<file path="config.mk">
export PLATFORM = sky130hd
export DESIGN_NAME = hps_top
export DESIGN_NICKNAME = d
export VERILOG_FILES = /design/src/rtl/hps_pkg.sv /design/src/rtl/hps_edge_ctr.sv /design/src/rtl/hps_edge_eval.sv /design/src/rtl/hps_fsm.sv /design/src/rtl/hps_top.sv
export SDC_FILE = /design/constraint.sdc
export NUM_CORES = 1
export LEC_CHECK = 0
export ABC_AREA = 1
export BUFFER_PORTS_ARGS = -buffer_cell sky130_fd_sc_hd__buf_2
export CORE_MARGIN = 4
export CORE_UTILIZATION = 47
export DETAILED_ROUTE_END_ITERATION = 16
export PLACE_DENSITY = 0.86
export RECOVER_POWER = 50
export SKIP_LAST_GASP = 1
export SYNTH_ARGS = -nofsm -noshare
export SYNTH_HDL_FRONTEND = slang
export SYNTH_SLANG_ARGS = --single-unit
export TNS_END_PERCENT = 20
</file>
<file path="constraint.sdc">
create_clock -name clk -period 1.9 [get_ports clk]
set_clock_uncertainty 0.2 [all_clocks]
set_input_delay 0.19 -clock clk [delete_from_list [all_inputs] [get_ports clk]]
set_output_delay 0.19 -clock clk [all_outputs]
set_load 0.005 [all_outputs]
</file>
<file path="src/rtl/hps_pkg.sv">
package hps_pkg;

    localparam int unsigned EDGE_W   = 4;
    localparam int unsigned RX_EDGE  = 7;
    localparam int unsigned TX_EDGE  = 8;
    localparam int unsigned ACK_EDGE = 9;

    typedef enum logic [2:0] {
        ST_IDLE,
        ST_START,
        ST_RUN,
        ST_HOLD_RX,
        ST_HOLD_TX,
        ST_HOLD_RS,
        ST_RESTART,
        ST_STOP
    } seq_state_t;

    typedef enum logic [1:0] {
        CMD_NONE    = 2'b00,
        CMD_START   = 2'b01,
        CMD_RESTART = 2'b10,
        CMD_STOP    = 2'b11
    } bus_cmd_t;

    typedef struct packed {
        logic hold_rx;
        logic hold_tx;
        logic frame_end;
        logic end_xfer;
    } edge_verdict_t;

    function automatic logic mode_is_host(input logic [2:0] m);
        return m[2];
    endfunction

    function automatic logic state_holds(input seq_state_t s);
        return (s == ST_HOLD_RX) || (s == ST_HOLD_TX) || (s == ST_HOLD_RS);
    endfunction

    function automatic bus_cmd_t state_cmd(input seq_state_t s);
        case (s)
            ST_START:   return CMD_START;
            ST_RESTART: return CMD_RESTART;
            ST_STOP:    return CMD_STOP;
            default:    return CMD_NONE;
        endcase
    endfunction

endpackage

</file>
<file path="src/rtl/hps_edge_ctr.sv">
module hps_edge_ctr
    import hps_pkg::*;
(
    input  logic              clk,
    input  logic              rst,
    input  logic              clr,
    input  logic              inc,
    output logic [EDGE_W-1:0] cnt,
    output logic [EDGE_W-1:0] nxt
);

    always_ff @(posedge clk) begin
        if (rst || clr) cnt <= '0;
        else if (inc)   cnt <= cnt + 1'b1;
    end

    assign nxt = cnt + 1'b1;


    cnt_range_chk: assert property (@(posedge clk) disable iff (rst)
        cnt <= EDGE_W'(TX_EDGE));

endmodule

</file>
<file path="src/rtl/hps_edge_eval.sv">
module hps_edge_eval
    import hps_pkg::*;
#(
    parameter int unsigned CNT_W = 8
) (
    input  logic [EDGE_W-1:0] edge_no,
    input  logic              rx_full,
    input  logic              tx_empty,
    input  logic [CNT_W-1:0]  byte_cnt,
    input  logic              ack_nack,
    output edge_verdict_t     verdict
);

    logic cnt_zero;
    assign cnt_zero = (byte_cnt == '0);

    always_comb begin
        verdict.hold_rx   = (edge_no == EDGE_W'(RX_EDGE)) && rx_full;
        verdict.hold_tx   = (edge_no == EDGE_W'(TX_EDGE)) && tx_empty && !cnt_zero;
        verdict.frame_end = (edge_no == EDGE_W'(ACK_EDGE));
        verdict.end_xfer  = verdict.frame_end && (cnt_zero || ack_nack);
    end

endmodule

</file>
<file path="src/rtl/hps_fsm.sv">
module hps_fsm
    import hps_pkg::*;
(
    input  logic          clk,
    input  logic          rst,
    input  logic          host,
    input  logic          restart_en,
    input  logic          scl_fall,
    input  edge_verdict_t verdict,
    input  logic          rxbuf_rd,
    input  logic          txbuf_wr,
    input  logic          start_wr,
    input  logic          start_sent,
    input  logic          stop_sent,
    output seq_state_t    state,
    output logic          ctr_clr,
    output logic          ctr_inc
);

    seq_state_t nxt_state;

    always_comb begin
        nxt_state = state;
        ctr_clr   = 1'b0;
        ctr_inc   = 1'b0;
        if (!host) begin
            nxt_state = ST_IDLE;
            ctr_clr   = 1'b1;
        end else begin
            case (state)
                ST_IDLE:
                    if (txbuf_wr || start_wr) nxt_state = ST_START;
                ST_START, ST_RESTART:
                    if (start_sent) begin
                        nxt_state = ST_RUN;
                        ctr_clr   = 1'b1;
                    end
                ST_RUN:
                    if (scl_fall) begin
                        ctr_inc = 1'b1;
                        if (verdict.hold_rx)      nxt_state = ST_HOLD_RX;
                        else if (verdict.hold_tx) nxt_state = ST_HOLD_TX;
                        else if (verdict.frame_end) begin
                            ctr_clr = 1'b1;
                            if (verdict.end_xfer)
                                nxt_state = restart_en ? ST_HOLD_RS : ST_STOP;
                        end
                    end
                ST_HOLD_RX:
                    if (rxbuf_rd) nxt_state = ST_RUN;
                ST_HOLD_TX:
                    if (txbuf_wr) nxt_state = ST_RUN;
                ST_HOLD_RS:
                    if (txbuf_wr || start_wr) nxt_state = ST_RESTART;
                ST_STOP:
                    if (stop_sent) nxt_state = ST_IDLE;
                default:
                    nxt_state = ST_IDLE;
            endcase
        end
    end

    always_ff @(posedge clk) begin
        if (rst) state <= ST_IDLE;
        else     state <= nxt_state;
    end


    rx_release_chk: assert property (@(posedge clk) disable iff (rst)
        (state == ST_HOLD_RX) && host && !rxbuf_rd |=> state == ST_HOLD_RX);

endmodule

</file>
<file path="src/rtl/hps_top.sv">
module hps_top
    import hps_pkg::*;
#(
    parameter int unsigned CNT_W = 8
) (
    input  logic             clk,
    input  logic             rst,
    input  logic [2:0]       mode,
    input  logic             restart_en,
    input  logic             scl_fall,
    input  logic             rx_full,
    input  logic             tx_empty,
    input  logic [CNT_W-1:0] byte_cnt,
    input  logic             ack_nack,
    input  logic             rxbuf_rd,
    input  logic             txbuf_wr,
    input  logic             start_wr,
    input  logic             start_sent,
    input  logic             stop_sent,
    output logic             data_req,
    output logic             start_req,
    output logic [1:0]       bus_cmd
);

    logic              host;
    logic              ctr_clr;
    logic              ctr_inc;
    logic [EDGE_W-1:0] edge_cnt;
    logic [EDGE_W-1:0] edge_nxt;
    edge_verdict_t     verdict;
    seq_state_t        state;

    assign host = mode_is_host(mode);

    hps_edge_ctr u_ctr (
        .clk (clk),
        .rst (rst),
        .clr (ctr_clr),
        .inc (ctr_inc),
        .cnt (edge_cnt),
        .nxt (edge_nxt)
    );

    hps_edge_eval #(.CNT_W(CNT_W)) u_eval (
        .edge_no  (edge_nxt),
        .rx_full  (rx_full),
        .tx_empty (tx_empty),
        .byte_cnt (byte_cnt),
        .ack_nack (ack_nack),
        .verdict  (verdict)
    );

    hps_fsm u_fsm (
        .clk        (clk),
        .rst        (rst),
        .host       (host),
        .restart_en (restart_en),
        .scl_fall   (scl_fall),
        .verdict    (verdict),
        .rxbuf_rd   (rxbuf_rd),
        .txbuf_wr   (txbuf_wr),
        .start_wr   (start_wr),
        .start_sent (start_sent),
        .stop_sent  (stop_sent),
        .state      (state),
        .ctr_clr    (ctr_clr),
        .ctr_inc    (ctr_inc)
    );

    assign data_req  = state_holds(state);
    assign start_req = (state == ST_START) || (state == ST_RESTART);
    assign bus_cmd   = state_cmd(state);


    reset_clear_chk: assert property (@(posedge clk)
        rst |=> !data_req && !start_req && (bus_cmd == 2'b00));


    paused_edges_frozen_chk: assert property (@(posedge clk) disable iff (rst)
        data_req && host |=> $stable(edge_cnt));


    start_needs_strobe_chk: assert property (@(posedge clk) disable iff (rst)
        $rose(start_req) |-> $past(txbuf_wr || start_wr));


    pause_xor_start_chk: assert property (@(posedge clk) disable iff (rst)
        $onehot0({data_req, start_req}));


    stop_held_chk: assert property (@(posedge clk) disable iff (rst)
        (bus_cmd == 2'b11) && !stop_sent && host |=> bus_cmd == 2'b11);


    client_quiet_chk: assert property (@(posedge clk) disable iff (rst)
        !host |=> !data_req && !start_req && (bus_cmd == 2'b00));

endmodule

</file>
==> results.cfg, run 1 <==
[status]
status = completed

[logic_synthesis]
async_reset_ff_share_pct = 0
synth.top_cell.area_share_pct = 19.55
synthAdderAreaFrac_pct = 8.726
synth_edf_count = 0
syn_nets = 152
yosys_most_used_dff = dfxtp_1
synth-compound-area-share_pct = 8.726
avgSynthCellArea_um2 = 5.782
synth_cell_types = 19
synthMuxAreaShare_pct = 0
yosysWarnings = 0
synth_cells = 124
synthSimpleGateAreaFrac_pct = 52.01
ys_seq_elements = 7
ys_seq_area_share_pct = 19.55
syn-cell-area_um2 = 716.9
yosysTopAreaCell = dfxtp_1
synth_xor_area_share_pct = 0
synth_area_leaders = dfxtp_1 (20%), nand2_1 (19%), nor2_1 (9.9%), inv_1 (8.9%), ha_1 (8.7%)
synth_top_family_by_area = simple AND/OR/NAND/NOR gates

[route]
first_iter_violations = 27
drt_wl_total_um = 1834
via_per_inst = 5.143
via_count = 864
drtAntennaViolNets = 0
wl_per_cell_um = 10.92
drc = 0
first_pass_iters = 4

[clock_network]
cts_tree = done
post-cts-setup-buffer-count = 0
cts_made_buffers = 3
cts_buffer_depth = 2
clock_sinks = 7
cts_root_buffer = clkbuf_4
clkLatencyLatePin_ns = 0.24
clk_pin_slew_worst_paths_ns = 0.05
htree_levels = 1

[floorplanning]
start_util_pct = 52.47
fp.coreArea_um2 = 1366
die_w_um = 47.06
io_pins = 27
design.die.area_um2 = 2214
std_cell_rows = 13
chipHeight_um = 47.06

[critical_path]
cp-start-kind = register
r2r-start = u_ctr.cnt[0]
path_max_fanout = 6
cp-startpoint = u_ctr.cnt[0]
cp-end-kind = register
worst-endpoint-required_ns = 1.87
arrival_ns = 1.69
crit_type = reg -> reg

[place]
dp_cells = 164
place_ws_ns = 0.08625
post-dp-hpwl_um = 1477
io_buffers = 24
place_area_um2 = 863.3
gp_congestion = 0.8014

[power_and_ir_drop]
p_per_area_nw_per_um2 = 388.2
pwr-share-seq_pct = 43.0
ir_drop_v = 0.0003592
power_uw = 353.6
combPwrFrac_pct = 20.3
p_leak_nw = 0.4625
pwr-share-clk_pct = 36.6
p_switching_uw = 93.10
swShare_pct = 26.33
p_int_uw = 260.5

[grt]
grt_pass1_vias = 756
grt_max_degree = 9
grt_overflow_total = 0
grt_antenna_before_repair = 0
grt_pass1_wl_um = 2870
grt.total_usage_pct = 17.86

[cells_and_area]
finish.utilization_pct = 66.67
antenna_cells = 0
fin_cells = 168
layout_common_cells = nand2_1 (37), buf_2 (22), nor2_1 (19)
layout-drive-gt1-share_pct = 28.76
fin_area_um2 = 910.9
syn2layout_area_growth_pct = 27.05
final_net_count = 182
layout_commonest_cell = nand2_1

[sta]
worst_pin_slew_ns = 0.3368
max_clock_freq_mhz = 580.8
holdWs_ns = 0.01418
fin_crit_sh_pct = 90.61
finalSetupViolCount = 0
rsz0062_at_grt = true
maxSlewViolCount = 0
fin_ws_ns = 0.1783
slew_headroom_pct = 77.51
finalCriticalPeriod_ns = 1.722
hold_violations = 0
timing.setup.tns_ns = 0

[worst_hold_path]
hp-start = rst
hold_path.class = in -> reg

[flow_run]
cap_violations = 0
[power by group through the flow]
stage | registers (mW) | clock network, mW | logic [mW]
final | 0.152 | 0.129 | 0.0720
after floorplan | 0.155 | 0 | 0.0400
after CTS | 0.153 | 0.137 | 0.0715
after detailed placement | 0.156 | 0 | 0.0712
after global placement | 0.156 | 0 | 0.0679
after global routing | 0.152 | 0.152 | 0.0812
[repair_timing]
item,CTS,global route
hold buffers,0,0
resized for setup,0,7
endpoints found under the setup margin,0,7
[cells by family (layout without fill, tap and decap cells)]
kind of cell,Yosys count,in the layout
adder cells (fa/ha/maj),5,5
buffers and inverters,21,50
AO/OA/AOI/OAI,11,11
flip-flops,7,7
AND/OR/NAND/NOR,80,80
[critical path, cell delays in order, from the launching register on]
cell,delay [ns]
dfxtp_4,0.36
ha_1,0.20
inv_1,0.05
nand2_1,0.04
nand2_1,0.07
inv_1,0.10
nor2_4,0.12
nand2_2,0.10
nand4_1,0.11
nand3_1,0.14
a21oi_1,0.16
[final timing paths]
path	to	cells after the start	slack (ns)
setup / recovery	u_ctr.cnt[1]	10	0.18
hold / removal	u_fsm.state[0]	4	0.01
setup reg to reg	u_ctr.cnt[1]	10	0.18
hold reg to reg	u_ctr.cnt[0]	2	0.32
[state kept, by name (all words and copies together) (netlist names)]
signal / flops
u_ctr.cnt: 4
u_fsm.state: 3
[layer usage]
metal / track usage (%) / wire [um] / vias to the layer above
li1: - / - / 450
met1: 23.57 / 777 / 374
met2: 27.37 / 872 / 36
met3: 2.299 / 167 / 4
met4: 11.05 / 17 / 0
met5: 0 / 0 / -
[cell type report]
type                            instances  area [um^2]
Multi-Input combinational cell         96        518.0
Fill cell                             139        455.4
Sequential cell                         7        143.9
Timing Repair Buffer                   25        125.1
Inverter                               21        78.83
Clock buffer                            4        26.28
Tap cell                               15        18.77
[cells in the mapped netlist (2+ instances only)]
cell type,n
nand2_1,37
nor2_1,19
nand3_2,3
nand2_2,3
nor3_1,2
inv_2,4
inv_1,17
dfxtp_1,7
nand4_1,2
a21oi_1,9
ha_1,5
nand3_1,9
(Power assumes the default switching activity.)
==> run 2, diff against run 1 <==
Clock period 1.9 ns to 1.68 ns, I/O delays scaled along.
==> run 2 against run 1 <==
Power is 16% higher. Via count up 7.4%. Combinational power is 23% higher. Sequential share of layout area decreased by 1.8 points. Routed wire length is 28% higher. Setup slack worse by 0.27 ns. Final area rose by 18%. The run now ends with setup timing left. Clock power grew 17%. Critical path depth is 3 higher. Worst hold slack worse by 0.0026 ns.
==> results.cfg, run 2 (synthesized netlist as in run 1, its figures left out) <==
[cells_and_area]
syn2layout_area_growth_pct = 50.09
finish.utilization_pct = 78.75
multiInputGateArea_um2 = 589.3
fin_area_um2 = 1076
n_fill_cell = 99
final_net_count = 192
ff_latch_area_um2 = 150.1
largest_reg_flops = 4
reg_top3 = u_ctr.cnt x4, u_fsm.state x3
top_register = u_ctr.cnt
layout-drive-gt1-share_pct = 46.63
layout_common_cells = nand2_1 (30), buf_2 (24), nor2_1 (15)
layout_commonest_cell = nand2_1
fin_cells = 178
antenna_cells = 0

[route]
via_count = 928
drtAntennaViolNets = 0
drc = 0
drt_wl_total_um = 2349
wl_per_cell_um = 13.20
first_pass_iters = 4
via_per_inst = 5.213
first_iter_violations = 41

[grt]
grt.total_usage_pct = 19.01
grt_antenna_before_repair = 0
grt_max_degree = 8
grt_overflow_total = 0
grt_pass1_wl_um = 3015
grt_pass1_vias = 831

[place]
gp_congestion = 0.7842
place_area_um2 = 923.4
post-dp-hpwl_um = 1560
dp_cells = 172
io_buffers = 24

[sta]
hold_violations = 0
maxSlewViolCount = 0
finalCriticalPeriod_ns = 1.775
fin_crit_sh_pct = 105.7
max_clock_freq_mhz = 563.2
slew_headroom_pct = 76.22
worst_pin_slew_ns = 0.3543
finalSetupViolCount = 6
holdWs_ns = 0.01156
rsz0062_at_grt = true
fin_ws_ns = -0.09546

[clock_network]
clk_pin_slew_worst_paths_ns = 0.05
clock_sinks = 7
cts_made_buffers = 3
cts_root_buffer = clkbuf_4
postCtsHoldBufs = 0
cts_buffer_depth = 2
cts_tree = done
clkLatencyLatePin_ns = 0.25
htree_levels = 1

[floorplanning]
io_pins = 27
start_util_pct = 52.47
std_cell_rows = 13
die_w_um = 47.06
design.die.area_um2 = 2214
fp.coreArea_um2 = 1366
chipHeight_um = 47.06

[critical_path]
cp-start-kind = register
crit_type = reg -> reg
path_max_fanout = 4
slowest_delay_ns = 0.37
critPathTopFamily = simple AND/OR/NAND/NOR gates
crit_chain = ha_4 > inv_2 > nand2_2 > nand2_4 > nor2_2 > nand2_2 > nand2_1 > inv_1 > nand2_1 > nor2_2 > nor2_1 > nand2_1 > a21oi_1
cpMostUsedCell = nand2_1
worst-endpoint-required_ns = 1.66
cp.buffers_inverters = 2
worst_path_max_delay_cell = dfxtp_4
cp-end-kind = register
arrival_ns = 1.76

[power_and_ir_drop]
ir_drop_v = 0.0003590
p_int_uw = 295.1
p_per_area_nw_per_um2 = 380.5
pwr-share-seq_pct = 41.6
p_switching_uw = 114.3
combPwrFrac_pct = 21.6
pwr-share-clk_pct = 36.8
p_leak_nw = 0.5348
power_uw = 409.4
swShare_pct = 27.93

[status]
violations = setup timing
status = finished, violations left

[worst_hold_path]
hold_path.class = in -> reg

[flow_run]
cap_violations = 0
==> run 2: cell types whose count changed in the layout (fill, tap and decap cells not counted), sizes merged <==
cell    delta
buf       +12
clkbuf     -2
==> run 2: worst reg2reg max path, delay by kind of cell (launching register included) <==
kind                       cells  cell delay (ns)
buffers and inverters          2             0.11
and+or+nand+nor                9             0.75
DFF                            1             0.37
AOI/OAI and AO/OA              1             0.14
adders and majority gates      1             0.14
==> run 2: what timing repair did <==
| item | CTS | global route |
|---|---|---|
| resized for setup | 11 | 24 |
| pin swaps | 6 | 15 |
| setup endpoints to repair | 7 | 7 |
| buffers inserted | 1 | 1 |
==> run 2: power by group through the flow <==
stage / clock (mW) / sequential [mW] / combinational, mW
after floorplan: 0 / 0.175 / 0.0452
after global routing: 0.170 / 0.170 / 0.0961
after global placement: 0 / 0.176 / 0.0770
final: 0.151 / 0.170 / 0.0883
after detailed placement: 0 / 0.176 / 0.0812
after CTS: 0.158 / 0.173 / 0.0836
==> run 2: area by class of cell <==
class	instances	area share, %
Clock buffer	4	2.442
Timing Repair Buffer	35	19.53
Tap cell	15	1.744
Inverter	21	7.558
Multi-Input combinational cell	96	54.77
Sequential cell	7	13.95
==> run 2: through the flow <==
stage,setup slack [ns],setup TNS (ns)
2_1_floorplan,0.003135,0
3_3_place_gp,-0.03747,-0.1378
3_5_place_dp,-0.1359,-0.7623
4_1_cts,0.003652,0
5_1_grt,-0.2119,-0.6969
6_report,-0.09546,-0.1911
==> run 2: path summary, 6_finish.rpt <==
path,slack (ns),depth (start not counted),end,start
hold reg to reg,0.32,2,u_ctr.cnt[2],u_ctr.cnt[2]
hold / removal,0.01,4,u_fsm.state[2],rst
setup / recovery,-0.1,13,u_fsm.state[1],u_ctr.cnt[0]
setup reg to reg,-0.1,13,u_fsm.state[1],u_ctr.cnt[0]
==> run 2: layer usage <==
| layer | share of wire (%) | up-vias | GRT usage [%] |
|---|---|---|---|
| li1 | - | 471 | - |
| met1 | 41 | 409 | 22.37 |
| met2 | 51 | 44 | 33.33 |
| met3 | 6.8 | 4 | 1.149 |
| met4 | 1.1 | 0 | 11.60 |
| met5 | 0 | - | 0 |
